### config.mk
export PLATFORM = sky130hd
export DESIGN_NAME = i2c_xfer_seq
export DESIGN_NICKNAME = d
export VERILOG_FILES = /design/src/rtl/i2cs_pkg.sv /design/src/rtl/i2cs_poll.sv /design/src/rtl/i2cs_off_pick.sv /design/src/rtl/i2c_xfer_seq.sv
export SDC_FILE = /design/constraint.sdc
export NUM_CORES = 1
export LEC_CHECK = 0
export BUFFER_PORTS_ARGS = -buffer_cell sky130_fd_sc_hd__buf_2
export CORE_ASPECT_RATIO = 0.5
export CORE_UTILIZATION = 50
export CTS_BUF_LIST = sky130_fd_sc_hd__clkbuf_4 sky130_fd_sc_hd__clkbuf_8
export CTS_CLUSTER_SIZE = 16
export DETAILED_ROUTE_END_ITERATION = 16
export PLACE_DENSITY_LB_ADDON = 0.12
export SETUP_SLACK_MARGIN = 0.5
export SLEW_MARGIN = 0
export SYNTH_ARGS = -nofsm -noshare
export SYNTH_HDL_FRONTEND = slang
export SYNTH_SLANG_ARGS = --single-unit
### constraint.sdc
create_clock -name clk_i -period 4.2 [get_ports clk_i]
set_clock_uncertainty 0.05 [all_clocks]
set_input_delay 0.42 -clock clk_i [delete_from_list [all_inputs] [get_ports clk_i]]
set_output_delay 0.42 -clock clk_i [all_outputs]
set_load 0.005 [all_outputs]
### src/rtl/i2cs_pkg.sv
package i2cs_pkg;
  localparam logic [7:0] CTL_ACK   = 8'h04;
  localparam logic [7:0] CTL_FLAG  = 8'h08;
  localparam logic [7:0] CTL_STOP  = 8'h10;
  localparam logic [7:0] CTL_START = 8'h20;
  localparam logic [7:0] CTL_EN    = 8'h40;

  localparam logic [7:0] ST_START  = 8'h08;
  localparam logic [7:0] ST_RSTART = 8'h10;
  localparam logic [7:0] ST_AW_ACK = 8'h18;
  localparam logic [7:0] ST_DW_ACK = 8'h28;
  localparam logic [7:0] ST_AR_ACK = 8'h40;
  localparam logic [7:0] ST_DR_ACK = 8'h50;
  localparam logic [7:0] ST_DR_NAK = 8'h58;
  localparam logic [7:0] ST_IDLE   = 8'hF8;

  localparam logic [7:0] ERR_STATUS  = 8'h01;
  localparam logic [7:0] ERR_TIMEOUT = 8'h02;

  typedef enum logic [2:0] {
    PH_START, PH_WADDR, PH_OFF, PH_DATA, PH_RSTART, PH_RADDR, PH_RECV, PH_STOP
  } phase_e;
endpackage

### src/rtl/i2cs_poll.sv
module i2cs_poll import i2cs_pkg::*; #(
  parameter int TICK_CYCLES = 500,
  parameter int POLL_LIMIT  = 1000,
  localparam int TW = $clog2(TICK_CYCLES + 1),
  localparam int PW = $clog2(POLL_LIMIT + 1)
) (
  input  logic       clk_i,
  input  logic       rst_ni,
  input  logic       kick_i,
  input  logic       stop_mode_i,
  input  logic       flag_i,
  input  logic [7:0] status_i,
  output logic       hit_o,
  output logic       expire_o
);
  logic          active_q;
  logic [TW-1:0] tick_q;
  logic [PW-1:0] polls_q;
  logic          poll_now, cond, last;

  assign poll_now = active_q && (tick_q == TW'(TICK_CYCLES - 1));
  assign cond     = stop_mode_i ? (status_i == ST_IDLE) : flag_i;
  assign last     = (polls_q == PW'(POLL_LIMIT - 1));
  assign hit_o    = poll_now && cond;
  assign expire_o = poll_now && !cond && last;

  always_ff @(posedge clk_i or negedge rst_ni) begin
    if (!rst_ni) begin
      active_q <= 1'b0;
      tick_q   <= '0;
      polls_q  <= '0;
    end else if (kick_i) begin
      active_q <= 1'b1;
      tick_q   <= '0;
      polls_q  <= '0;
    end else if (active_q) begin
      if (poll_now) begin
        tick_q <= '0;
        if (cond || last) active_q <= 1'b0;
        else              polls_q  <= polls_q + 1'b1;
      end else begin
        tick_q <= tick_q + 1'b1;
      end
    end
  end
endmodule

### src/rtl/i2cs_off_pick.sv
module i2cs_off_pick #(
  parameter int OFF_BYTES = 4,
  parameter int IDX_W     = 3
) (
  input  logic [OFF_BYTES*8-1:0] off_i,
  input  logic [IDX_W-1:0]       idx_i,
  output logic [7:0]             byte_o
);
  always_comb begin
    byte_o = 8'h00;
    for (int i = 0; i < OFF_BYTES; i++)
      if (idx_i == IDX_W'(i)) byte_o = off_i[i*8 +: 8];
  end
endmodule

### src/rtl/i2c_xfer_seq.sv
module i2c_xfer_seq import i2cs_pkg::*; #(
  parameter int OFF_BYTES   = 4,
  parameter int LEN_W       = 8,
  parameter int TICK_CYCLES = 500,
  parameter int POLL_LIMIT  = 1000,
  localparam int OW = $clog2(OFF_BYTES + 1)
) (
  input  logic                   clk_i,
  input  logic                   rst_ni,
  input  logic                   cmd_valid_i,
  output logic                   cmd_ready_o,
  input  logic [1:0]             cmd_op_i,
  input  logic [6:0]             cmd_addr_i,
  input  logic [OFF_BYTES*8-1:0] cmd_off_i,
  input  logic [OW-1:0]          cmd_off_len_i,
  input  logic [LEN_W-1:0]       cmd_len_i,
  input  logic                   wr_valid_i,
  input  logic [7:0]             wr_data_i,
  output logic                   wr_ready_o,
  output logic                   rd_valid_o,
  output logic [7:0]             rd_data_o,
  output logic                   done_o,
  output logic [31:0]            result_o,
  output logic                   core_ctl_we_o,
  output logic [7:0]             core_ctl_o,
  output logic [7:0]             core_tx_o,
  input  logic                   core_flag_i,
  input  logic [7:0]             core_status_i,
  input  logic [7:0]             core_rx_i
);
  typedef enum logic [1:0] {S_IDLE, S_ISSUE, S_WAIT} st_e;

  st_e                   st_q;
  phase_e                ph_q, nxt_ph;
  logic                  rd_q, probe_q;
  logic [6:0]            addr_q;
  logic [OFF_BYTES*8-1:0] off_q;
  logic [OW-1:0]         off_left_q;
  logic [LEN_W-1:0]      len_left_q;
  logic [7:0]            ctl_q, exp_q, ctl_n, tx_n, exp_n, off_byte;
  logic [31:0]           err_q, res_q;
  logic                  done_q, rdv_q;
  logic [7:0]            rdd_q;
  logic                  go, hit, expire, more_len;

  i2cs_off_pick #(.OFF_BYTES(OFF_BYTES), .IDX_W(OW)) u_pick (
    .off_i(off_q), .idx_i(off_left_q - 1'b1), .byte_o(off_byte)
  );

  i2cs_poll #(.TICK_CYCLES(TICK_CYCLES), .POLL_LIMIT(POLL_LIMIT)) u_poll (
    .clk_i(clk_i), .rst_ni(rst_ni), .kick_i(go), .stop_mode_i(ph_q == PH_STOP),
    .flag_i(core_flag_i), .status_i(core_status_i), .hit_o(hit), .expire_o(expire)
  );

  assign more_len = (len_left_q > LEN_W'(1));

  always_comb begin
    ctl_n = CTL_EN;
    tx_n  = 8'h00;
    exp_n = ST_IDLE;
    unique case (ph_q)
      PH_START:  begin ctl_n = CTL_EN | CTL_START; exp_n = ST_START;  end
      PH_RSTART: begin ctl_n = CTL_EN | CTL_START; exp_n = ST_RSTART; end
      PH_WADDR:  begin tx_n = {addr_q, 1'b0}; exp_n = ST_AW_ACK; end
      PH_RADDR:  begin tx_n = {addr_q, 1'b1}; exp_n = ST_AR_ACK; end
      PH_OFF:    begin tx_n = off_byte;       exp_n = ST_DW_ACK; end
      PH_DATA:   begin tx_n = wr_data_i;      exp_n = ST_DW_ACK; end
      PH_RECV:   begin
        ctl_n = more_len ? (CTL_EN | CTL_ACK) : CTL_EN;
        exp_n = more_len ? ST_DR_ACK : ST_DR_NAK;
      end
      default:   ctl_n = CTL_EN | CTL_STOP;
    endcase
  end

  always_comb begin
    unique case (ph_q)
      PH_START:  nxt_ph = (rd_q && off_left_q == '0) ? PH_RADDR : PH_WADDR;
      PH_RSTART: nxt_ph = PH_RADDR;
      PH_WADDR:  nxt_ph = (off_left_q != '0) ? PH_OFF :
                          (len_left_q != '0) ? PH_DATA : PH_STOP;
      PH_OFF:    nxt_ph = (off_left_q > OW'(1)) ? PH_OFF : rd_q ? PH_RSTART :
                          (len_left_q != '0) ? PH_DATA : PH_STOP;
      PH_DATA:   nxt_ph = more_len ? PH_DATA : PH_STOP;
      PH_RADDR:  nxt_ph = (len_left_q != '0) ? PH_RECV : PH_STOP;
      PH_RECV:   nxt_ph = more_len ? PH_RECV : PH_STOP;
      default:   nxt_ph = PH_STOP;
    endcase
  end

  assign go            = (st_q == S_ISSUE) && (ph_q != PH_DATA || wr_valid_i);
  assign wr_ready_o    = (st_q == S_ISSUE) && (ph_q == PH_DATA);
  assign cmd_ready_o   = (st_q == S_IDLE);
  assign core_ctl_we_o = go;
  assign core_ctl_o    = ctl_n;
  assign core_tx_o     = tx_n;
  assign done_o        = done_q;
  assign result_o      = res_q;
  assign rd_valid_o    = rdv_q;
  assign rd_data_o     = rdd_q;

  always_ff @(posedge clk_i or negedge rst_ni) begin
    if (!rst_ni) begin
      st_q <= S_IDLE;  ph_q <= PH_STOP;
      rd_q <= 1'b0;    probe_q <= 1'b0;  addr_q <= '0;  off_q <= '0;
      off_left_q <= '0; len_left_q <= '0;
      ctl_q <= '0; exp_q <= '0; err_q <= '0; res_q <= '0;
      done_q <= 1'b0; rdv_q <= 1'b0; rdd_q <= '0;
    end else begin
      done_q <= 1'b0;
      rdv_q  <= 1'b0;
      unique case (st_q)
        S_IDLE: if (cmd_valid_i) begin
          rd_q       <= (cmd_op_i != 2'b00);
          probe_q    <= cmd_op_i[1];
          addr_q     <= cmd_addr_i;
          off_q      <= cmd_off_i;
          off_left_q <= cmd_op_i[1] ? '0 : cmd_off_len_i;
          len_left_q <= cmd_op_i[1] ? LEN_W'(1) : cmd_len_i;
          err_q      <= '0;
          ph_q       <= PH_START;
          st_q       <= S_ISSUE;
        end
        S_ISSUE: if (go) begin
          ctl_q <= ctl_n;
          exp_q <= exp_n;
          st_q  <= S_WAIT;
        end
        S_WAIT: begin
          if (ph_q == PH_STOP) begin
            if (hit || expire) begin
              done_q <= 1'b1;
              res_q  <= (expire && err_q == '0) ?
                        {ERR_TIMEOUT, ctl_q, 8'h00, ST_IDLE} : err_q;
              st_q   <= S_IDLE;
            end
          end else if (hit) begin
            st_q <= S_ISSUE;
            if (core_status_i == exp_q) begin
              ph_q <= nxt_ph;
              if (ph_q == PH_OFF) off_left_q <= off_left_q - 1'b1;
              if (ph_q == PH_DATA || ph_q == PH_RECV) len_left_q <= len_left_q - 1'b1;
              if (ph_q == PH_RECV && !probe_q) begin
                rdv_q <= 1'b1;
                rdd_q <= core_rx_i;
              end
            end else begin
              err_q <= {ERR_STATUS, ctl_q | CTL_FLAG, core_status_i, exp_q};
              ph_q  <= PH_STOP;
            end
          end else if (expire) begin
            err_q <= {ERR_TIMEOUT, ctl_q, core_status_i, exp_q};
            ph_q  <= PH_STOP;
            st_q  <= S_ISSUE;
          end
        end
        default: st_q <= S_IDLE;
      endcase
    end
  end
endmodule

Word-level counts from Yosys, hierarchy flattened. Index checks and enable logic that the tools add are counted.

Add/subtract/negate cells: 4. Order comparisons: 2. Equal/unequal tests: 29. Mux-type cells: 72. Bitwise logic cells: 1. Reductions and logical operators: 39.

Operators with widths (number): 32-bit 2-to-1 mux (6); 8-bit 2-to-1 mux (10); 32-bit one-hot mux with 2 select lines (1); 3-bit 2-to-1 mux (18); 8-bit one-hot mux with 6 select lines (1); 10-bit 2-to-1 mux (4); 32-bit logical NOT (1); 8-bit one-hot mux with 4 select lines (1); 9-bit 2-to-1 mux (3); 3-bit one-hot mux with 7 select lines (1); 6-bit one-hot mux with 3 select lines (1); 2-bit inequality test, second input constant (8); 8-bit one-hot mux with 2 select lines (1); 1-bit 2-to-1 mux (15); 3-bit by 2-bit equality test with 1-bit output, second input constant (4); 3-bit equality test, second input constant (4); 2-bit 2-to-1 mux (6); 3-bit one-hot mux with 2 select lines (2); 6-bit AND reduction (2); 10-bit by 1-bit adder with 10-bit output, second input constant (1); 10-bit equality test, second input constant (1); 5-bit AND reduction (2); 9-bit by 1-bit adder with 9-bit output, second input constant (1); 9-bit equality test, second input constant (1); 28 further kinds (52).

Flip-flop bits (word level): 167. Input port bits: 81. Output and inout port bits: 61. Logic and storage cells: 165.

Depth between registers and ports, before layout.
Word-level depth: 9. Depth in mapped cells: 9. Mapped depth without buffers: 7.

By module. A second synthesis with hierarchy kept.

Cell total of the unflattened synthesis: 768. Area, all modules: 7054.3 um^2.

By module, submodules not included: i2c_xfer_seq (times used 1, cells each 617, area each 5650.4 um^2); i2cs_poll (times used 1, cells each 121, area each 1142.3 um^2); i2cs_off_pick (times used 1, cells each 30, area each 261.5 um^2).

Least setup slack after synthesis. No wires, ideal clock.

Path type: register -> register. Start point: register ph_q[2]. End point: register res_q[10] (netlist: result_o[10]). Setup time: 0.125 ns. Data arrival time: 2.492 ns. Data required time: 4.025 ns. Path slack: 1.533 ns. Cell stages (with the launch flop): 7. Period minus slack after synthesis: 2.667 ns. Cell sequence: dfstp_2 > buf_4 > nand3_2 > or4_1 > clkbuf_1 > a2111oi_4 > mux2_2.

Longest elaborated chain between the ends: 7.

Ends and longest elaborated chain: start: declaration (RTL line i2c_xfer_seq.sv:34) `phase_e ph_q, nxt_ph;`; start signal: assignment (RTL line i2c_xfer_seq.sv:140) `ph_q <= nxt_ph;`; 3-bit equality test (*) (RTL line i2c_xfer_seq.sv:51, i2c_xfer_seq.sv:130); 1-bit 2-to-1 mux (RTL line i2cs_poll.sv:22) `assign cond = stop_mode_i ? (status_i == ST_IDLE) : flag_i;`; 1-bit logical NOT (RTL line i2cs_poll.sv:25) `assign expire_o = poll_now && !cond && last;`; 1-bit logical AND (2 in a row) (RTL line i2cs_poll.sv:25); 1-bit logical OR / 1-bit logical AND (equally long branches) (RTL line i2c_xfer_seq.sv:131, i2c_xfer_seq.sv:133); 3-bit AND reduction (no line) / 32-bit 2-to-1 mux (equally long branches); end signal: assignment (RTL line i2c_xfer_seq.sv:133) `res_q <= (expire && err_q == '0) ?`; end: declaration (RTL line i2c_xfer_seq.sv:41) `logic [31:0] err_q, res_q;`.

Mark *: on every way between the ends. The rest lies on a longest branch, timed or not. A chain may end at the register's enable or synchronous reset.

Final worst setup path.
Start point: register ph_q[1]. End point: register res_q[20] (netlist: result_o[20]).

Same word-level chain as after synthesis.

==> results.sh <==
export IMPL_antennaDiodeCount=0
export IMPL_io_buffers=124
export IMPL_max_slew_margin_rel_pct=32.8
export IMPL_critical_path_class="reg -> reg"
export IMPL_seq_area_um2=3360
export IMPL_grt_overflow_total=0
export IMPL_ant_nets=0
export IMPL_layout_commonest_cell="nand2_1"
export IMPL_ios=142
export IMPL_drt_met1_wl_um=8140
export IMPL_tightest_slew_ps=1010
export IMPL_cts_sinks=134
export IMPL_yosysWarnings=0
export IMPL_start_util_pct=52.8
export IMPL_final_cell_mix="nand2_1, dfrtp_1, buf_2, nor2_1, a21oi_1"
export IMPL_grt_pass1_vias=5455
export IMPL_cts_path_max_buffers=2
export IMPL_syn_inst=737
export IMPL_die_w_um=168
export IMPL_cts_tree="built"
export IMPL_power_density_nw_per_um2=313
export IMPL_synth_simple_area_share_pct=20.9
export IMPL_drc=0
export IMPL_period_share_pct=79.7
export IMPL_first_pass_iters=5
export IMPL_met3_length_um=780
export IMPL_setup_violations=0
export IMPL_cts_hold_buf=0
export IMPL_wl_met2_um=7630
export IMPL_irDropWorstVdd_mv=0.147
export IMPL_multi_input_comb_area_um2=3200
export IMPL_num_fill_cells=1195
export IMPL_synth_area_mux_share_pct=3.70
export IMPL_synth_top_family_by_area="simple AND/OR/NAND/NOR gates"
export IMPL_required_ps=4520
export IMPL_syn_area_per_cell_um2=9.36
export IMPL_numCtsBuffers=17
export IMPL_first_iter_violations=328
export IMPL_htreeDepth=4
export IMPL_clock_latency_ps=450
export IMPL_power_uw=2460
export IMPL_nNetsFinal=930
export IMPL_hold_viol_final=0
export IMPL_cp_start_kind="flip-flop"
export IMPL_cts_root_buffer="clkbuf_8"
export IMPL_coreArea_um2=13100
export IMPL_dp_hpwl_um=11600
export IMPL_period_needed_ps=3350
export IMPL_critPathTopFamily="simple AND/OR/NAND/NOR gates"
export IMPL_drt_wl_total_um=16700
export IMPL_max_freq_mhz=299
export IMPL_crit_arrival_ps=3670
export IMPL_crit_buf_inv=1
export IMPL_cp_slowest_stage_delay_ps=860
export IMPL_synth_fa_ha_area_share_pct=1.99
export IMPL_status="finished, final reports clean"
export IMPL_tns_ps=0
export IMPL_grt_pass1_wl_um=27600
export IMPL_wl_per_cell_um=16.4
export IMPL_slowest_stage="dfstp_2"
export IMPL_area_delta_synth_final_pct=14.0
export IMPL_max_cap_violations=0
export IMPL_ys_seq_area_share_pct=48.7
export IMPL_worstPathCellList="nand3_2 > or4_1 > a2111oi_4 > buf_4 > nor2_1 > a21oi_1"
export IMPL_ys_ff_latch=134
export IMPL_grt_max_degree=111
export IMPL_async_flop_share_pct=100
export IMPL_antenna_found_initial=0
export IMPL_ys_flop_type="dfrtp_1"
export IMPL_num_vias=5720
export IMPL_synth_compound_gate_area_share_pct=16.8
export IMPL_synth_cell_type_count=63
export IMPL_hp_class="in -> async"
export IMPL_rsz0062_at_grt="no"
export IMPL_place_congestion=0.841
export IMPL_final_cell_count_no_fill=1021
export IMPL_via_per_inst=5.60
export IMPL_top_layer="met4"
export IMPL_fp_dieH_um=85.1
export IMPL_dp_cells=989
export IMPL_grt_use_total_pct=24.8
export IMPL_num_rows=29
export IMPL_dieArea_um2=14300
export IMPL_endpoint_kind="flip-flop"
export IMPL_synthesis_area_um2=6900
export IMPL_synth_xor_area_share_pct=1.90
export IMPL_path_clk_slew_ps=80
export IMPL_slew_viol_final=0
export IMPL_cp_max_fo=31
export IMPL_p_leak_uw=0.00385
export IMPL_synth_edf_count=0
export IMPL_drive_gt1_share_pct=22.7
==> layer usage <==
layer,vias to the layer above,track usage [%]
li1,2775,-
met2,149,38.2
met3,14,4.99
met4,0,7.69
met1,2782,35.5
met5,-,0
==> flip-flops by register name, summed over array words and instances, names as in the netlist <==
| signal | flops |
|---|---|
| result_o | 19 |
| done_o | 1 |
| rd_data_o | 8 |
| st_q | 2 |
| rd_valid_o | 1 |
| probe_q | 1 |
| u_poll.active_q | 1 |
| u_poll.polls_q | 10 |
| off_left_q | 3 |
| u_poll.tick_q | 9 |
| exp_q | 5 |
| len_left_q | 8 |
| ctl_q | 4 |
| ph_q | 3 |
| addr_q | 7 |
| rd_q | 1 |
| off_q | 32 |
| err_q | 19 |
==> layout make-up <==
class / instances / area share [%]
timing repair buffer: 128 / 8.35
clock inverter: 15 / 1.67
inverter: 20 / 0.954
sequential: 134 / 42.7
multi-input combinational: 537 / 40.7
clock buffer: 17 / 2.97
tap: 170 / 2.70
==> worst paths after layout <==
check / from / to / slack (ps) / cells after the start
worst min-delay path: rst_ni / off_q[2] / 30 / 1
min in group clk_i: cmd_off_i[30] / off_q[30] / 110 / 3
worst min register to register: off_q[16] / off_q[16] / 430 / 2
worst max register to register: ph_q[1] / result_o[20] / 850 / 6
max in group asynchronous: rst_ni / u_poll.polls_q[1] / 3090 / 2
worst max-delay path: ph_q[1] / result_o[20] / 850 / 6
==> what timing repair did <==
action,CTS,global route
endpoints found under the hold margin,0,0
buffers inserted,0,0
endpoints found under the setup margin,0,8
gates resized for setup,0,1
==> synthesized netlist by cell type, types with 2 or more instances <==
cell,count,share of area (%)
o31ai_1,8,0.87
o21ai_0,35,2.5
nor4_1,13,1.2
a32o_1,2,0.29
mux2_2,20,3.3
clkbuf_1,27,1.5
buf_4,20,2.2
nand4_1,17,1.5
xnor2_1,4,0.51
buf_2,3,0.22
dfstp_2,3,1.1
a21oi_1,38,2.8
mux2i_1,3,0.44
o22a_1,6,0.76
a21o_1,3,0.33
o22ai_1,10,0.91
nand3_1,15,1.1
nor2b_1,7,0.63
or3_1,7,0.63
conb_1,2,0.11
o211ai_1,14,1.5
o21bai_1,2,0.22
buf_1,7,0.38
and4_1,3,0.38
a31oi_1,6,0.54
dfrtp_1,131,48
nand2_1,158,8.6
or4_1,7,0.76
xor2_1,11,1.4
nand3b_1,11,1.2
nor2_1,40,2.2
and2_0,2,0.18
a22o_1,27,3.4
inv_1,19,1.0
buf_6,3,0.49
ha_1,11,2.0
and2_1,3,0.27
nor3_1,10,0.73
a2111oi_4,2,0.80
nand2b_1,4,0.36
==> per-stage QoR <==
| step | setup WS (ps) | area [um^2] | hold slack [ps] | utilization, % |
|---|---|---|---|---|
| 6_report | 851 | 7870 | 27.0 | 60.2 |
| 2_1_floorplan | 1530 | 6960 | 74.4 | - |
| 3_3_place_gp | 977 | 7490 | 408 | 57.4 |
| 3_5_place_dp | 800 | 7490 | 413 | 57.4 |
| 5_1_grt | 603 | 7870 | 84.0 | 60.2 |
| 4_1_cts | 798 | 7860 | 86.5 | 60.2 |
==> report_power, final <==
group | total [uW] | switching, uW | internal, uW
logic | 119 | 71.3 | 47.8
clock network | 1030 | 602 | 432
registers | 1310 | 8.43 | 1300
==> logic make-up after synthesis <==
logic type / Yosys count
buf+inv: 81
flops: 134
fa+ha+maj: 11
other cells: 2
xor+xnor: 15
simple gates: 305
mux: 23
compound gates: 166
(Power assumes the default switching activity.)
